`config.mk`:
```
export PLATFORM = sky130hd
export DESIGN_NAME = ssc_tri_mod
export DESIGN_NICKNAME = d
export VERILOG_FILES = /design/src/rtl/ssc_pkg.sv /design/src/rtl/ssc_tick_gen.sv /design/src/rtl/ssc_profile_fsm.sv /design/src/rtl/ssc_depth_scaler.sv /design/src/rtl/ssc_tri_mod.sv
export SDC_FILE = /design/constraint.sdc
export NUM_CORES = 1
export LEC_CHECK = 0
export BUFFER_PORTS_ARGS = -buffer_cell sky130_fd_sc_hd__buf_2
export CAP_MARGIN = 30
export CORE_UTILIZATION = 53
export CTS_CLUSTER_DIAMETER = 30
export DETAILED_ROUTE_END_ITERATION = 7
export GPL_TIMING_DRIVEN = 0
export PLACE_DENSITY = 0.73
export REMOVE_ABC_BUFFERS = 1
export SYNTH_ARGS = -nofsm -noshare
export SYNTH_HDL_FRONTEND = slang
export SYNTH_SLANG_ARGS = --single-unit
```
`constraint.sdc`:
```
create_clock -name clk_ref -period 5.2 [get_ports clk_ref]
set_input_delay 0.52 -clock clk_ref [delete_from_list [all_inputs] [get_ports clk_ref]]
set_output_delay 0.52 -clock clk_ref [all_outputs]
set_load 0.1 [all_outputs]
```
`src/rtl/ssc_pkg.sv`:
```
package ssc_pkg;

    typedef enum logic [1:0] {
        PH_REST = 2'd0,
        PH_SINK = 2'd1,
        PH_RISE = 2'd2
    } phase_e;

    localparam int unsigned PER_MILLE_DEN = 1000;

endpackage

```
`src/rtl/ssc_tick_gen.sv`:
```
module ssc_tick_gen #(
    parameter int unsigned PRESCALE = 16
) (
    input  logic clk,
    input  logic rst_n,
    output logic tick
);
    localparam int unsigned CNT_W = (PRESCALE > 1) ? $clog2(PRESCALE) : 1;

    generate
        if (PRESCALE == 1) begin : g_bypass
            assign tick = 1'b1;
        end else begin : g_count
            logic [CNT_W-1:0] cnt_q;

            always_ff @(posedge clk or negedge rst_n) begin
                if (!rst_n) begin
                    cnt_q <= '0;
                end else if (cnt_q == CNT_W'(PRESCALE - 1)) begin
                    cnt_q <= '0;
                end else begin
                    cnt_q <= cnt_q + 1'b1;
                end
            end

            assign tick = (cnt_q == CNT_W'(PRESCALE - 1));

            // ticks are isolated, never two in a row
            assert_tick_spacing_R2: assert property (@(posedge clk) disable iff (!rst_n)
                tick |=> !tick);
        end
    endgenerate

endmodule

```
`src/rtl/ssc_profile_fsm.sv`:
```
module ssc_profile_fsm
    import ssc_pkg::*;
#(
    parameter int unsigned HALF_STEPS = 16,
    localparam int unsigned LVL_W = $clog2(HALF_STEPS + 1)
) (
    input  logic             clk,
    input  logic             rst_n,
    input  logic             tick,
    input  logic             enable,
    output logic [LVL_W-1:0] level,
    output logic             capture
);
    phase_e           state_q, state_nx;
    logic [LVL_W-1:0] level_q, level_nx;

    always_ff @(posedge clk or negedge rst_n) begin
        if (!rst_n) begin
            state_q <= PH_REST;
            level_q <= '0;
        end else begin
            state_q <= state_nx;
            level_q <= level_nx;
        end
    end

    always_comb begin
        state_nx = state_q;
        level_nx = level_q;
        capture  = 1'b0;
        unique case (state_q)
            PH_REST: begin
                if (tick && enable) begin
                    state_nx = PH_SINK;
                    level_nx = LVL_W'(1);
                    capture  = 1'b1;
                end
            end
            PH_SINK: begin
                if (tick) begin
                    if (level_q == LVL_W'(HALF_STEPS)) begin
                        state_nx = PH_RISE;
                        level_nx = LVL_W'(HALF_STEPS - 1);
                    end else begin
                        level_nx = level_q + 1'b1;
                    end
                end
            end
            PH_RISE: begin
                if (tick) begin
                    if (level_q == LVL_W'(1)) begin
                        state_nx = PH_REST;
                        level_nx = '0;
                    end else begin
                        level_nx = level_q - 1'b1;
                    end
                end
            end
            default: begin
                state_nx = PH_REST;
                level_nx = '0;
            end
        endcase
    end

    assign level = level_q;

    // the level never goes past full depth
    assert_level_bound_R4: assert property (@(posedge clk) disable iff (!rst_n)
        level_q <= LVL_W'(HALF_STEPS));

    // the level only moves on a step tick
    assert_level_hold_R2: assert property (@(posedge clk) disable iff (!rst_n)
        !tick |=> $stable(level_q));

    // full depth is followed by the rising half
    assert_turn_R3: assert property (@(posedge clk) disable iff (!rst_n)
        (state_q == PH_SINK && tick && level_q == LVL_W'(HALF_STEPS)) |=> (state_q == PH_RISE));

    // at rest with enable low the level stays at zero
    assert_park_R7: assert property (@(posedge clk) disable iff (!rst_n)
        (state_q == PH_REST && !enable) |=> (level_q == '0));

endmodule

```
`src/rtl/ssc_depth_scaler.sv`:
```
module ssc_depth_scaler
    import ssc_pkg::*;
#(
    parameter int unsigned M_W              = 9,
    parameter int unsigned FRAC_W           = 8,
    parameter int unsigned SPREAD_PER_MILLE = 5,
    parameter int unsigned HALF_STEPS       = 16,
    localparam int unsigned LVL_W  = $clog2(HALF_STEPS + 1),
    localparam int unsigned PEAK_W = M_W + FRAC_W - 7,
    localparam int unsigned OFF_W  = PEAK_W + 1
) (
    input  logic                    clk,
    input  logic                    rst_n,
    input  logic                    capture,
    input  logic [M_W-1:0]          m_val,
    input  logic [LVL_W-1:0]        level,
    output logic signed [OFF_W-1:0] offset
);
    localparam int unsigned SCALE   = SPREAD_PER_MILLE << FRAC_W;
    localparam int unsigned PROD_W  = M_W + $clog2(SCALE + 1);
    localparam int unsigned STEP_SH = $clog2(HALF_STEPS);
    localparam int unsigned DEPTH_W = PEAK_W + LVL_W;

    logic [PROD_W-1:0]       prod;
    logic [PEAK_W-1:0]       peak_nx, peak_q;
    logic [DEPTH_W-1:0]      depth_full;
    logic [PEAK_W-1:0]       depth;
    logic signed [OFF_W-1:0] off_q;

    always_comb begin
        prod       = PROD_W'(m_val) * PROD_W'(SCALE);
        peak_nx    = PEAK_W'(prod / PROD_W'(PER_MILLE_DEN));
        depth_full = DEPTH_W'(peak_q) * DEPTH_W'(level);
        depth      = depth_full[STEP_SH +: PEAK_W];
    end

    always_ff @(posedge clk or negedge rst_n) begin
        if (!rst_n) begin
            peak_q <= '0;
            off_q  <= '0;
        end else begin
            if (capture) begin
                peak_q <= peak_nx;
            end
            off_q <= OFF_W'(0) - $signed({1'b0, depth});
        end
    end

    assign offset = off_q;

    // the spread is downward only
    assert_never_positive_R6: assert property (@(posedge clk) disable iff (!rst_n)
        off_q <= 0);

    // the captured depth only changes at a period start
    assert_peak_held_R8: assert property (@(posedge clk) disable iff (!rst_n)
        !capture |=> $stable(peak_q));

endmodule

```
`src/rtl/ssc_tri_mod.sv`:
```
module ssc_tri_mod #(
    parameter int unsigned M_W              = 9,
    parameter int unsigned FRAC_W           = 8,
    parameter int unsigned SPREAD_PER_MILLE = 5,
    parameter int unsigned PRESCALE         = 16,
    parameter int unsigned HALF_STEPS       = 16
) (
    input  logic                               clk_ref,
    input  logic                               rst_n,
    input  logic                               ssc_on,
    input  logic [M_W-1:0]                     m_div,
    output logic signed [M_W+FRAC_W-7:0]       spread_off
);
    localparam int unsigned LVL_W = $clog2(HALF_STEPS + 1);

    logic             tick;
    logic             capture;
    logic [LVL_W-1:0] level;

    ssc_tick_gen #(
        .PRESCALE (PRESCALE)
    ) u_tick (
        .clk   (clk_ref),
        .rst_n (rst_n),
        .tick  (tick)
    );

    ssc_profile_fsm #(
        .HALF_STEPS (HALF_STEPS)
    ) u_fsm (
        .clk     (clk_ref),
        .rst_n   (rst_n),
        .tick    (tick),
        .enable  (ssc_on),
        .level   (level),
        .capture (capture)
    );

    ssc_depth_scaler #(
        .M_W              (M_W),
        .FRAC_W           (FRAC_W),
        .SPREAD_PER_MILLE (SPREAD_PER_MILLE),
        .HALF_STEPS       (HALF_STEPS)
    ) u_scale (
        .clk     (clk_ref),
        .rst_n   (rst_n),
        .capture (capture),
        .m_val   (m_div),
        .level   (level),
        .offset  (spread_off)
    );

    // a zero level yields a zero offset one clock later
    assert_zero_at_rest_R1: assert property (@(posedge clk_ref) disable iff (!rst_n)
        (level == '0) |=> (spread_off == 0));

endmodule

```
==> results.yml, run 1 <==
worst_setup_path:
  cp.depth: 44
  slowest_stage: "o41a_1"
  cp-endpoint: "u_scale.peak_q[0]"
  worstSetupPathType: "in2reg"
  worst-path-buf-inv: 5
  reg2reg_slack_ns: 0.19
  worstSetupStartpoint: "m_div[1]"
  startpoint_type: "primary input"
  timing.rr.end: "u_scale.offset[9]"
  worstPathMaxFanout: 5
  slowest_delay_ns: 0.50
  r2r-start: "u_fsm.level[4]"
  cpMostUsedCell: "ha_4"
  reg2regPathDepth: 21
  cp_data_arrival_time_ns: 9.31
  crit_required_ns: 5.36
  cp-end-kind: "register"
  cpLargestDelayFamily: "compound AO/OA/AOI/OAI gates"
timing:
  max_freq_mhz: 109
  rsz0062_at_grt: "yes"
  drv_slew: 0
  finalSetupViolCount: 6
  slew-limit-headroom: 0.485
  finalCritPeriodShare: 1.76
  fin_ws_ns: -3.95
  post-route-min-period_ns: 9.15
  worst_clock_skew_ns: 0.00750
  hold_viol_final: 0
  worst_slew_pin_slew_ns: 0.765
floorplanning:
  start_util: 0.544
  die_h_um: 113
  core_area_um2: 12100
  die-width_um: 113
  die_area_um2: 12800
  ios: 23
  rows: 40
placed_design:
  io_buffers: 22
  gp_congestion: 0.900
  dp_hpwl_um: 12400
  place_area_um2: 6750
clocking:
  cts_tree: "done"
  clock_latency_ns: 0.27
  numCtsBuffers: 5
  clock-sinks: 32
  cts-hold-fix-buffers: 0
  cts_root_buf: "clkbuf_16"
  path_clk_slew_ns: 0.05
  htree_levels: 2
  clk_path_buf_depth: 2
logic_synthesis:
  async_flop_share: 1.00
  synth_area_leaders: "dfrtp_1, ha_1, fa_1"
  synth_top_cell_area_share: 0.122
  synth_area_per_cell_um2: 7.79
  synth-main-ff-cell: "dfrtp_1"
  ys_seq_area_frac: 0.122
  synth_most_common_cell: "nand2_1"
  syn_area_um2: 6570
  synth_top_area_cell: "dfrtp_1"
  yosys_register_bits: 32
  synth_edf_count: 0
  synth.distinct_cells: 110
  synth_warnings: 0
  ys_top_cells_by_count: "nand2_1, nor2_1, o21ai_0"
  synth_cells: 843
outcome:
  outcome: "finished with violations"
  violations: "setup timing"
global_routing:
  use_met1: 0.360
  grt_util_met3: 0.0375
  grt-ovfl-total: 0
  grt_pass1_wl_um: 31000
  antenna_found_initial: 0
  grt_max_degree: 33
  grt_pass1_vias: 6709
  track_usage: 0.290
  grt-busiest-layer: "met2"
  gr-usage-met2: 0.518
detailed_routing:
  avgRoutedWirePerCell_um: 17.3
  first_iter_violations: 631
  drt-total-wl_um: 19000
  drc_errors: 0
  drt-pass1-iter-count: 5
  via_per_inst: 6.34
  drtAntennaViolNets: 0
  vias: 6951
cells_and_area:
  final_cell_area_um2: 8530
  area_delta_synth_final_pct: 29.9
  drive_gt1_frac: 0.318
  fin_nets: 1009
  n_antenna_cell: 0
worst_hold_path:
  hold_class: "in2async"
flow_run:
  max_cap_violations: 0
-- worst min-delay path by stage --
| stage | end | from | slack (ns) | depth (start not counted) |
|---|---|---|---|---|
| 2_1_floorplan | u_fsm.level[0] | rst_n | 0.22 | 0 |
| 3_3_place_gp | u_tick.g_count.cnt_q[0] | u_tick.g_count.cnt_q[0] | 0.47 | 1 |
| 3_5_place_dp | u_tick.g_count.cnt_q[0] | u_tick.g_count.cnt_q[0] | 0.48 | 1 |
| 4_1_cts | u_scale.peak_q[0] | rst_n | 0.32 | 1 |
| 5_1_grt | u_scale.peak_q[8] | rst_n | 0.36 | 1 |
| 6_report | u_scale.peak_q[0] | rst_n | 0.30 | 1 |
-- per-stage QoR --
step | setup WS (ns) | cells | utilization | setup TNS [ns] | hold slack, ns
2_1_floorplan | -5.62 | 810 | - | -23.33 | 0.224
3_3_place_gp | -7.76 | 1000 | 0.559 | -36.50 | 0.475
3_5_place_dp | -7.39 | 1000 | 0.559 | -34.30 | 0.479
4_1_cts | -3.68 | 1079 | 0.679 | -14.08 | 0.323
5_1_grt | -4.23 | 1097 | 0.707 | -16.86 | 0.355
6_report | -3.95 | 1097 | 0.707 | -15.18 | 0.305
-- worst reg2reg max path, cell delays in order (launching register included) --
cell,delay (ns)
dfrtp_2,0.42
and2_4,0.17
fa_1,0.53
inv_1,0.06
fa_1,0.48
fa_1,0.52
inv_1,0.07
ha_4,0.26
a21oi_4,0.16
nor2b_1,0.08
o21a_1,0.24
o21a_2,0.26
nor2_4,0.12
nor2b_1,0.07
o21a_1,0.21
o21a_1,0.23
nor2_4,0.14
xnor2_2,0.11
or2_4,0.26
o211ai_1,0.21
o311ai_2,0.14
xnor2_1,0.15
-- cell usage in the layout (no fill, tap or decap), drive strengths merged, types with 32 or more instances in the layout --
cell type,instances
xnor2,38
a21oi,49
ha,45
nor3,32
buf,112
nor2,72
inv,51
nand2,87
o21ai,65
and2,33
dfrtp,32
-- layout make-up --
cell class                 instances  area (um^2)
tap                              168          210
timing repair buffer             112          870
inverter                          51          196
clock buffer                       6          129
clock inverter                     1         5.00
fill                             876         3540
multi-input combinational        727         6310
sequential                        32          805
-- sequential cells by signal, summed over array words and instances, names as in the netlist --
| signal | flops |
|---|---|
| u_fsm.level | 5 |
| u_tick.g_count.cnt_q | 4 |
| u_fsm.state_q | 2 |
| u_scale.peak_q | 10 |
| u_scale.offset | 11 |
-- repair_timing --
item | 4_1_cts | 5_1_grt
setup buffers | 72 | 18
resized for setup | 152 | 39
endpoints found under the setup margin | 10 | 9
pin swaps | 71 | 30
-- cells by family (layout without fill, tap and decap cells) --
logic type	Yosys count	after routing	synth area share
xor gates and xnor gates	50	50	0.0724
DFF	32	32	0.122
muxes	13	13	0.0225
adders and majority gates	68	68	0.156
and+or+nand+nor	328	328	0.264
AOI/OAI and AO/OA	268	268	0.312
buffers and inverters	84	170	0.0509
-- layer usage --
| metal | part of all wire | vias to the layer above |
|---|---|---|
| met2 | 0.51 | 296 |
| met3 | 0.057 | 59 |
| li1 | - | 3267 |
| met4 | 0.025 | 0 |
| met1 | 0.41 | 3329 |
| met5 | 0 | - |
Power of run 1 is not shown: default switching activity piles up to over one toggle a cycle in this logic, so the estimate is an artifact.
==> run 2, diff against run 1 <==
SETUP_SLACK_MARGIN = 0.02   (was unset)
==> results.yml, run 2 (synthesized netlist as in run 1, its figures left out) <==
outcome:
  outcome: "finished with violations"
  violations: "setup timing"
cells_and_area:
  fin_nets: 1009
  multiInputGateArea_um2: 6320
  final_common_cell: "nand2_1"
  seq_area_um2: 805
  largest_reg_flops: 11
  final_cell_area_um2: 8530
  fillerInstances: 878
  n_antenna_cell: 0
  area_delta_synth_final_pct: 29.9
  drive_gt1_frac: 0.320
  final_cell_mix: "nand2_1, buf_4, nor2_1"
  utilization: 0.707
clocking:
  cts_tree: "done"
  htree_levels: 2
  path_clk_slew_ns: 0.05
  cts_root_buf: "clkbuf_16"
  clock-sinks: 32
  clock_latency_ns: 0.27
  clk_path_buf_depth: 2
  numCtsBuffers: 5
  cts-hold-fix-buffers: 0
global_routing:
  track_usage: 0.290
  grt_pass1_wl_um: 31100
  grt-ovfl-total: 0
  grt_max_degree: 33
  antenna_found_initial: 0
  grt_pass1_vias: 6709
worst_setup_path:
  cp-end-kind: "register"
  r2r-start: "u_fsm.level[4]"
  reg2regPathDepth: 20
  cp_data_arrival_time_ns: 9.30
  crit_required_ns: 5.36
  slowest_stage: "o41a_1"
  cpMostUsedCell: "ha_4"
  worstSetupPathType: "in2reg"
  reg2reg_slack_ns: 0.19
  timing.rr.end: "u_scale.offset[9]"
  startpoint_type: "primary input"
  slowest_delay_ns: 0.50
  worstPathMaxFanout: 6
worst_hold_path:
  hold_class: "in2async"
floorplanning:
  die_h_um: 113
  rows: 40
  start_util: 0.544
  die_area_um2: 12800
  die-width_um: 113
  ios: 23
  core_area_um2: 12100
timing:
  hold_viol_final: 0
  rsz0062_at_grt: "yes"
  finalSetupViolCount: 6
  drv_slew: 0
  post-route-min-period_ns: 9.14
  worst_clock_skew_ns: 0.00777
  worst_slew_pin_slew_ns: 0.778
  setup_tns_ns: -15.14
  max_freq_mhz: 109
  slew-limit-headroom: 0.476
  fin_ws_ns: -3.94
  finalCritPeriodShare: 1.76
flow_run:
  max_cap_violations: 0
detailed_routing:
  drc_errors: 0
  drtAntennaViolNets: 0
  first_iter_violations: 642
  via_per_inst: 6.36
  vias: 6975
  drt-total-wl_um: 19000
  avgRoutedWirePerCell_um: 17.3
  drt-pass1-iter-count: 5
placed_design:
  place_area_um2: 6750
  gp_congestion: 0.900
  dp_hpwl_um: 12400
  io_buffers: 22
-- run 2: cell counts in the layout (fill, tap and decap cells not counted) --
No cell type changed its count.
-- run 2: worst max-delay path by stage --
| stage | end | depth (start not counted) | startpoint |
|---|---|---|---|
| 2_1_floorplan | u_scale.peak_q[0] | 42 | m_div[1] |
| 3_3_place_gp | u_scale.peak_q[0] | 43 | m_div[1] |
| 3_5_place_dp | u_scale.peak_q[0] | 41 | m_div[1] |
| 4_1_cts | u_scale.peak_q[0] | 41 | m_div[1] |
| 5_1_grt | u_scale.peak_q[0] | 43 | m_div[1] |
| 6_report | u_scale.peak_q[0] | 44 | m_div[1] |
-- run 2: through the flow --
stage	worst slack (ns)	std cells	hold WS, ns
after floorplan	-5.62	810	0.224
after global placement	-7.76	1000	0.475
after detailed placement	-7.39	1000	0.479
after CTS	-3.68	1079	0.323
after global routing	-4.23	1097	0.355
final	-3.94	1097	0.304
-- run 2: routing by layer --
metal	wire, um	GRT usage
met1	7950	0.362
met2	9590	0.518
met3	969	0.0375
met4	515	0.0939
met5	0	0
-- run 2: repair_timing --
| item | 4_1_cts | 5_1_grt |
|---|---|---|
| setup endpoints to repair | 10 | 9 |
| pin swaps | 71 | 31 |
| resized for setup | 153 | 40 |
| setup buffers | 72 | 18 |
-- run 2: cell type report --
type / count / share of cell area
clock inverters: 1 / 0.000587
well taps: 168 / 0.0246
repair buffers: 112 / 0.102
inverters: 51 / 0.0230
flip-flops and latches: 32 / 0.0943
multi-input cells: 727 / 0.740
clock buffers: 6 / 0.0151
-- run 2: critical path: cells and delay by family --
family | cells | cell delay (ns)
AO/OA/AOI/OAI | 17 | 3.99
AND/OR/NAND/NOR | 12 | 2.04
buffers and inverters | 5 | 0.42
multiplexers | 2 | 0.53
XOR/XNOR | 1 | 0.19
adder cells (fa/ha/maj) | 7 | 1.58
Power of run 2 is left out for the same reason.
==> run 3, diff against run 2 <==
PLACE_DENSITY = 0.7   (was 0.73)
clock period = 10.6 ns   (was 5.2 ns; I/O delays follow)
==> results.yml, run 3 (synthesized netlist as in run 1, its figures left out) <==
worst_setup_path:
  slowest_stage: "fa_2"
  cpLargestDelayFamily: "compound AO/OA/AOI/OAI gates"
  worstPathMaxFanout: 14
  r2r-start: "u_fsm.level[2]"
  crit_required_ns: 10.82
  startpoint_type: "primary input"
  cpMostUsedCell: "buf_4"
  cp_data_arrival_time_ns: 10.51
  cp-end-kind: "register"
  worst-path-buf-inv: 6
  worstSetupPathType: "in2reg"
  worstSetupStartpoint: "m_div[1]"
  slowest_delay_ns: 0.39
clocking:
  numCtsBuffers: 5
  cts_root_buf: "clkbuf_16"
  clock-sinks: 32
  clk_path_buf_depth: 2
  clock_latency_ns: 0.28
  htree_levels: 2
  path_clk_slew_ns: 0.05
  cts_tree: "done"
cells_and_area:
  largest_reg_flops: 11
  final_cell_mix: "nand2_1, nor2_1, o21ai_0"
  area_delta_synth_final_pct: 16.4
  fillerInstances: 1026
  fin_nets: 959
  drive_gt1_frac: 0.209
  final_cell_area_um2: 7640
  seq_area_um2: 801
  n_antenna_cell: 0
  multiInputGateArea_um2: 5870
  final_common_cell: "nand2_1"
  layout.cells.non_filler: 1047
floorplanning:
  start_util: 0.544
  rows: 40
  die_area_um2: 12800
  die_h_um: 113
  ios: 23
  die-width_um: 113
  core_area_um2: 12100
timing:
  max_freq_mhz: 97.2
  worst_slew_pin_slew_ns: 0.786
  slew-limit-headroom: 0.473
  fin_ws_ns: 0.308
  hold_viol_final: 0
  post-route-min-period_ns: 10.29
  finalSetupViolCount: 0
  finalCritPeriodShare: 0.971
  worst_clock_skew_ns: 0.00783
  drv_slew: 0
detailed_routing:
  drtAntennaViolNets: 0
  drt-pass1-iter-count: 5
  drt-total-wl_um: 17300
  vias: 6599
  via_per_inst: 6.30
  first_iter_violations: 571
  drc_errors: 0
  avgRoutedWirePerCell_um: 16.5
global_routing:
  grt_pass1_vias: 6308
  grt-ovfl-total: 0
  grt_pass1_wl_um: 28800
  antenna_found_initial: 0
  track_usage: 0.268
  grt_max_degree: 33
placed_design:
  placed_cells: 1000
  pre_cts_slack_ns: -2.64
  dp_hpwl_um: 12500
  io_buffers: 22
  gp_congestion: 0.916
  place_area_um2: 6750
flow_run:
  max_cap_violations: 0
worst_hold_path:
  hp-start: "u_tick.g_count.cnt_q[0]"
  hold_class: "reg2reg"
outcome:
  outcome: "finished, final reports clean"
## run 3: what timing repair did
action,4_1_cts,5_1_grt
resized for setup,35,46
hold buffers,0,0
endpoints found under the setup margin,4,2
buffers inserted,19,21
pin swaps,19,30
## run 3: final timing paths
| kind | depth (start not counted) | slack (ns) | end |
|---|---|---|---|
| min in group asynchronous | 1 | 0.82 | u_scale.peak_q[9] |
| setup reg to reg | 24 | 4.99 | u_scale.offset[9] |
| max in group asynchronous | 1 | 9.32 | u_scale.peak_q[3] |
| setup / recovery | 43 | 0.31 | u_scale.peak_q[0] |
| hold / removal | 1 | 0.50 | u_tick.g_count.cnt_q[0] |
| hold reg to reg | 1 | 0.50 | u_tick.g_count.cnt_q[0] |
## run 3: layout make-up
class	count	area share
Multi-Input combinational cell	727	0.768
Sequential cell	32	0.105
Timing Repair Buffer	62	0.0566
Tap cell	168	0.0275
Inverter	51	0.0250
Clock buffer	6	0.0169
Clock inverter	1	0.000655
## run 3: stage by stage
step | setup TNS, ns | hold WS [ns] | utilization
after floorplan | -1.01 | 0.455 | -
after global placement | -7.62 | 0.479 | 0.559
after detailed placement | -6.39 | 0.483 | 0.559
after CTS | 0 | 0.498 | 0.600
after global routing | -0.0452 | 0.509 | 0.634
final | 0 | 0.499 | 0.634
## run 3: routing by layer
| metal | global-route usage | wire (um) | up-vias |
|---|---|---|---|
| met5 | 0 | 0 | - |
| met4 | 0.0772 | 304 | 0 |
| met3 | 0.0252 | 871 | 37 |
| met2 | 0.480 | 8470 | 251 |
| met1 | 0.341 | 7650 | 3141 |
| li1 | - | - | 3170 |
Power of run 3 is left out for the same reason.
